$ cat config.mk
export PLATFORM = sky130hd
export DESIGN_NAME = burst_sram_core
export DESIGN_NICKNAME = d
export VERILOG_FILES = /design/src/rtl/bsr_pkg.sv /design/src/rtl/bsr_burst_addr.sv /design/src/rtl/bsr_wr_decode.sv /design/src/rtl/bsr_array.sv /design/src/rtl/burst_sram_core.sv
export SDC_FILE = /design/constraint.sdc
export NUM_CORES = 1
export LEC_CHECK = 0
export ABC_AREA = 1
export BUFFER_PORTS_ARGS = -buffer_cell sky130_fd_sc_hd__buf_2
export CAP_MARGIN = 20
export CELL_PAD_IN_SITES_DETAIL_PLACEMENT = 0
export CELL_PAD_IN_SITES_GLOBAL_PLACEMENT = 2
export CORE_MARGIN = 1
export CORE_UTILIZATION = 40
export DETAILED_ROUTE_END_ITERATION = 12
export HOLD_SLACK_MARGIN = 0.03
export PLACE_DENSITY = 0.81
export SKIP_CTS_REPAIR_TIMING = 1
export SYNTH_ARGS = -nofsm -noshare
export SYNTH_HDL_FRONTEND = slang
export SYNTH_HIERARCHICAL = 1
export SYNTH_SLANG_ARGS = --single-unit
$ cat constraint.sdc
create_clock -name clk -period 6.8 [get_ports clk]
set_input_delay 0.68 -clock clk [delete_from_list [all_inputs] [get_ports clk]]
set_output_delay 0.68 -clock clk [all_outputs]
set_load 0.005 [all_outputs]
$ cat src/rtl/bsr_pkg.sv
package bsr_pkg;
  typedef enum logic [1:0] {CY_IDLE, CY_READ, CY_WRITE} cyc_kind_t;
endpackage

$ cat src/rtl/bsr_burst_addr.sv
// Address register with a four-beat burst sequencer on the two low bits.
module bsr_burst_addr #(
  parameter int AW = 6
) (
  input  logic          clk,
  input  logic          rst_n,
  input  logic          load,
  input  logic          step,
  input  logic          interleave,
  input  logic [AW-1:0] ext_addr,
  output logic [AW-1:0] sel_addr,
  output logic [AW-1:0] cur_addr
);
  logic [1:0] base_lo, cnt, cnt_nx, lo_nx;

  always_comb begin
    cnt_nx = cnt + 2'd1;
    lo_nx  = interleave ? (base_lo ^ cnt_nx) : (base_lo + cnt_nx);
    if (load)      sel_addr = ext_addr;
    else if (step) sel_addr = {cur_addr[AW-1:2], lo_nx};
    else           sel_addr = cur_addr;
  end

  always_ff @(posedge clk) begin
    if (!rst_n) begin
      cur_addr <= '0;
      base_lo  <= '0;
      cnt      <= '0;
    end else begin
      cur_addr <= sel_addr;
      if (load) begin
        base_lo <= ext_addr[1:0];
        cnt     <= '0;
      end else if (step) begin
        cnt <= cnt_nx;
      end
    end
  end
endmodule

$ cat src/rtl/bsr_wr_decode.sv
// Global / per-lane write enable decode.
module bsr_wr_decode #(
  parameter int LANES = 2
) (
  input  logic             allow,
  input  logic             wr_all_n,
  input  logic             wr_byte_n,
  input  logic [LANES-1:0] lane_n,
  output logic [LANES-1:0] lane_we,
  output logic             wr_any
);
  always_comb begin
    if (!allow)          lane_we = '0;
    else if (!wr_all_n)  lane_we = '1;
    else if (!wr_byte_n) lane_we = ~lane_n;
    else                 lane_we = '0;
    wr_any = |lane_we;
  end
endmodule

$ cat src/rtl/bsr_array.sv
// Lane-split storage array, synchronous write, combinational read.
module bsr_array #(
  parameter int AW     = 6,
  parameter int LANES  = 2,
  parameter int LANE_W = 9
) (
  input  logic                    clk,
  input  logic [LANES-1:0]        we,
  input  logic [AW-1:0]           waddr,
  input  logic [LANES*LANE_W-1:0] wdata,
  input  logic [AW-1:0]           raddr,
  output logic [LANES*LANE_W-1:0] rdata
);
  localparam int DEPTH = 1 << AW;

  for (genvar g = 0; g < LANES; g++) begin : g_lane
    logic [LANE_W-1:0] lane_mem [DEPTH];
    always_ff @(posedge clk) begin
      if (we[g]) lane_mem[waddr] <= wdata[g*LANE_W +: LANE_W];
    end
    assign rdata[g*LANE_W +: LANE_W] = lane_mem[raddr];
  end
endmodule

$ cat src/rtl/burst_sram_core.sv
module burst_sram_core #(
  parameter int AW     = 6,
  parameter int LANES  = 2,
  parameter int LANE_W = 9
) (
  input  logic                    clk,
  input  logic                    rst_n,
  input  logic [AW-1:0]           addr,
  input  logic                    strb_cpu_n,
  input  logic                    strb_ctl_n,
  input  logic                    en_main_n,
  input  logic                    en_hi,
  input  logic                    en_lo_n,
  input  logic                    adv_n,
  input  logic                    wr_all_n,
  input  logic                    wr_byte_n,
  input  logic [LANES-1:0]        lane_wr_n,
  input  logic                    oe_n,
  input  logic                    order_il,
  input  logic [LANES*LANE_W-1:0] d_in,
  output logic [LANES*LANE_W-1:0] d_out,
  output logic                    d_oe
);
  import bsr_pkg::*;
  localparam int DW = LANES * LANE_W;

  logic start_cpu, start_ctl, start_any, en_ok;
  logic load, desel, cont, step, allow_wr, wr_any, active, out_valid;
  logic [LANES-1:0] lane_we;
  logic [AW-1:0] sel_addr, cur_addr;
  logic [DW-1:0] rdata, dq;
  cyc_kind_t kind;

  // Strobe qualification: master enable gates only the processor strobe.
  always_comb begin
    start_cpu = !strb_cpu_n && !en_main_n;
    start_ctl = !strb_ctl_n && strb_cpu_n;
    start_any = start_cpu || start_ctl;
    en_ok     = !en_main_n && en_hi && !en_lo_n;
    load      = start_any && en_ok;
    desel     = start_any && !en_ok;
    cont      = !start_any && active;
    step      = cont && !adv_n && strb_cpu_n && strb_ctl_n;
    allow_wr  = (load && !start_cpu) || cont;
  end

  bsr_burst_addr #(.AW(AW)) u_addr (
    .clk(clk), .rst_n(rst_n), .load(load), .step(step),
    .interleave(order_il), .ext_addr(addr),
    .sel_addr(sel_addr), .cur_addr(cur_addr)
  );

  bsr_wr_decode #(.LANES(LANES)) u_wdec (
    .allow(allow_wr), .wr_all_n(wr_all_n), .wr_byte_n(wr_byte_n),
    .lane_n(lane_wr_n), .lane_we(lane_we), .wr_any(wr_any)
  );

  bsr_array #(.AW(AW), .LANES(LANES), .LANE_W(LANE_W)) u_mem (
    .clk(clk), .we(lane_we), .waddr(sel_addr), .wdata(d_in),
    .raddr(cur_addr), .rdata(rdata)
  );

  always_ff @(posedge clk) begin
    if (!rst_n) begin
      active    <= 1'b0;
      kind      <= CY_IDLE;
      out_valid <= 1'b0;
      dq        <= '0;
    end else begin
      if (load)       active <= 1'b1;
      else if (desel) active <= 1'b0;
      if (load || cont) kind <= wr_any ? CY_WRITE : CY_READ;
      else              kind <= CY_IDLE;
      out_valid <= (kind == CY_READ) && !wr_any;
      if (kind == CY_READ) dq <= rdata;
    end
  end

  assign d_out = dq;
  assign d_oe  = out_valid && !oe_n;
endmodule

==> impl_metrics.csv <==
group,metric,value,unit
die,initial_utilization,40.5,%
die,die_h,352,um
global_routing,grt_pass1_vias,30400,
critical_path,cpMaxStageDelayCell,"dfxtp_4",
routing,viasPerCell,5.30,
timing,fmax,0.202,GHz
synthesis,synth_area,48900,um2
critical_path,cp-start-kind,"flip-flop",
routing,num_vias,31700,
clock_network,clock_path_buffers,3,
routing,wl_per_cell,23.1,um
timing,rsz0062_at_grt,"false",
routing,drtIter0Drc,3284,
synthesis,async_flop_share,0,%
timing,slew-limit-headroom,-10.9,%
critical_path,worstPathMaxFanout,337,
die,io_pins,57,
clock_network,path_clk_slew,0.06,ns
critical_path,cp.required,7.37,ns
worst_hold_path,holdPathEnd,"u_addr/cur_addr[3]$_SDFF_PN0_",
timing,period_share,72.8,%
synthesis,synth_cell_types,30,
critical_path,end_kind,"flip-flop",
placement,dp_hpwl,76.3,mm
global_routing,antenna_found_initial,4,
critical_path,r2r_cells,12,
worst_hold_path,hold_class,"input pin to flip-flop",
die,dieArea,124000,um2
synthesis,netlist_instances,4208,
placement,dpl.cell_count,5717,
finish,num-nets-final,4307,
finish,finalNonFillerCells,5985,
placement,gp_congestion,0.806,
timing,tightest_slew,1.66,ns
clock_network,cts_made_buffers,120,
global_routing,grt_max_degree,338,
synthesis,ys_ff_latch,1184,
clock_network,cts.sinks,1184,
pwr,pwr_density_cell,282,nW/um2
pwr,vdd_drop_max,0.198,mV
critical_path,rr_startpoint,"u_addr/cur_addr[0]$_SDFF_PN0_",
timing,skew,0.0416,ns
synthesis,synth_fp_nets,4247,
die,fp-row-count,127,
pwr,p_leak,0.0194,uW
synthesis,synth.avg_cell_area,11.6,um2
routing,drt-total-wl,138,mm
critical_path,crit_chain,"clkinv_16, buf_4, nand2_1, nand3_1, nand3_1, nand2_1, nand2_1, nand3_1, nand3_1, nand2_1, nor2_1, nor2_1",
critical_path,max_stage_delay,0.93,ns
worst_hold_path,holdPathStages,3,
finish,area_growth,11.5,%
timing,hold_viol,0,
finish,layout_common_cells,"1502 x nand2_1, 1152 x edfxtp_1, 984 x nand3_1",
critical_path,path_class,"flip-flop to flip-flop",
finish,drive_gt1_share,9.63,%
timing,min_period,4.95,ns
critical_path,rrSetupSlack,1.85,ns
placement,io_buffers,56,
global_routing,grt_usage,22.3,%
status,status,"finished, violations left",
critical_path,cp_num_buf_inv,2,
global_routing,gr-total-overflow,0,
die,die_x,352,um
clock_network,htreeDepth,3,
clock_network,clock_latency,0.71,ns
clock_network,cts_root_buf,"clkbuf_16",
status,violations,"slew limit",
critical_path,cp_data_arrival_time,5.52,ns
synthesis,synth_edf_count,1152,
routing,drt.antenna.violating_nets,0,
routing,drc_errors,0,
finish,final_common_cell,"nand2_1",
global_routing,grt_pass1_wl,203,mm
timing,final_max_slew_viol_count,98,
flow_run,max_cap_viol_count,0,
worst_hold_path,min-delay-start,"addr[3]",
clock_network,cts_tree,"built",
critical_path,cpLargestDelayFamily,"simple AND/OR/NAND/NOR gates",
timing,tns,0,ns
synthesis,synth-main-ff-cell,"edfxtp_1",
placement,place_ws,2.07,ns
routing,drtPass1Iterations,5,
critical_path,r2r_end,"d_out[14]$_SDFFE_PN0N_",
timing,fin_ws,1.85,ns
timing,finalSetupViolations,0,
pwr,totalPowerFinal,15400,uW
synthesis,yosysWarnings,6,
synthesis,ys_seq_area_share,72.1,%
die,core_area,121000,um2
-- routing by layer --
metal / up-vias / GRT usage [%] / routed length [um] / share of wire (%)
met2: 963 / 36.6 / 66200 / 48
met5: - / 0 / 8 / 0.0058
met4: 2 / 5.65 / 2820 / 2.0
li1: 14900 / - / - / -
met3: 171 / 2.95 / 8240 / 6.0
met1: 15700 / 31.3 / 60700 / 44
-- worst min-delay path, cell delays in order --
cell	delay, ns
buf_2	0.10
nand2_1	0.07
a21oi_1	0.06
-- area by class of cell --
| type | count | area, um2 |
|---|---|---|
| inverter | 40 | 195 |
| fill | 11000 | 66100 |
| multi-input combinational | 2709 | 11700 |
| clock inverter | 72 | 691 |
| tap | 1612 | 2020 |
| timing repair buffer | 213 | 1400 |
| sequential | 1184 | 35200 |
| clock buffer | 153 | 3270 |
| antenna | 2 | 5.00 |
-- metrics by stage --
stage               hold slack (ns)  utilization [%]  area (um2)
floorplan                     0.445                -       48900
global placement              0.477             41.5       50100
detailed placement            0.472             41.7       50300
CTS                           0.206             45.0       54200
global route                  0.250             45.2       54500
finish                        0.245             45.2       54500
-- sequential cells by signal, summed over array words and instances, names as in the netlist --
signal / flops
active: 1
d_out: 18
kind: 2
out_valid: 1
u_addr/base_lo: 2
u_addr/cnt: 2
u_addr/cur_addr: 6
u_mem/g_lane.lane_mem: 1152
-- synthesized netlist by cell type (2+ instances only) --
| cell type | n | share of area (%) |
|---|---|---|
| nand2_1 | 1502 | 12 |
| edfxtp_1 | 1152 | 71 |
| nand3_1 | 984 | 10 |
| nor3_1 | 116 | 1.2 |
| buf_2 | 106 | 1.1 |
| buf_6 | 80 | 1.8 |
| nor2_1 | 62 | 0.48 |
| clkbuf_1 | 54 | 0.41 |
| dfxtp_1 | 32 | 1.3 |
| inv_1 | 21 | 0.16 |
| buf_1 | 19 | 0.15 |
| o21ai_0 | 18 | 0.18 |
| buf_4 | 14 | 0.22 |
| inv_2 | 14 | 0.11 |
| a21oi_1 | 8 | 0.082 |
| o21ai_1 | 5 | 0.051 |
| nand2_2 | 3 | 0.038 |
| buf_8 | 2 | 0.061 |
| clkinv_1 | 2 | 0.015 |
| nand3b_1 | 2 | 0.031 |
| nor2_4 | 2 | 0.046 |
| o22ai_1 | 2 | 0.026 |
-- kinds of logic after synthesis --
family	Yosys count	synth area share, %
buf+inv	315	4.10
fa+ha+maj	1	0.0256
simple gates	2674	23.4
compound gates	34	0.361
flops	1184	72.1
-- report_power, final --
part	total (uW)	internal [uW]	switching [uW]
clock	6650	3870	2770
combinational	683	142	541
sequential	8040	8020	20.2
total	15400	12000	3330
-- worst max path at each step --
stage               cells past startpoint                                   endpoint                     startpoint  slack, ns
floorplan                              11  u_mem/g_lane[0].lane_mem[10][0]$_DFFE_PP_                          adv_n       3.54
detailed placement                     11   u_mem/g_lane[0].lane_mem[5][2]$_DFFE_PP_                          adv_n       2.07
global route                           12                     d_out[15]$_SDFFE_PN0N_  u_addr/cur_addr[0]$_SDFF_PN0_       2.08
CTS                                    12                     d_out[14]$_SDFFE_PN0N_  u_addr/cur_addr[0]$_SDFF_PN0_       2.48
global placement                       11  u_mem/g_lane[1].lane_mem[13][6]$_DFFE_PP_                     strb_cpu_n       2.06
finish                                 12                     d_out[14]$_SDFFE_PN0N_  u_addr/cur_addr[0]$_SDFF_PN0_       1.85
(Power assumes the default switching activity.)
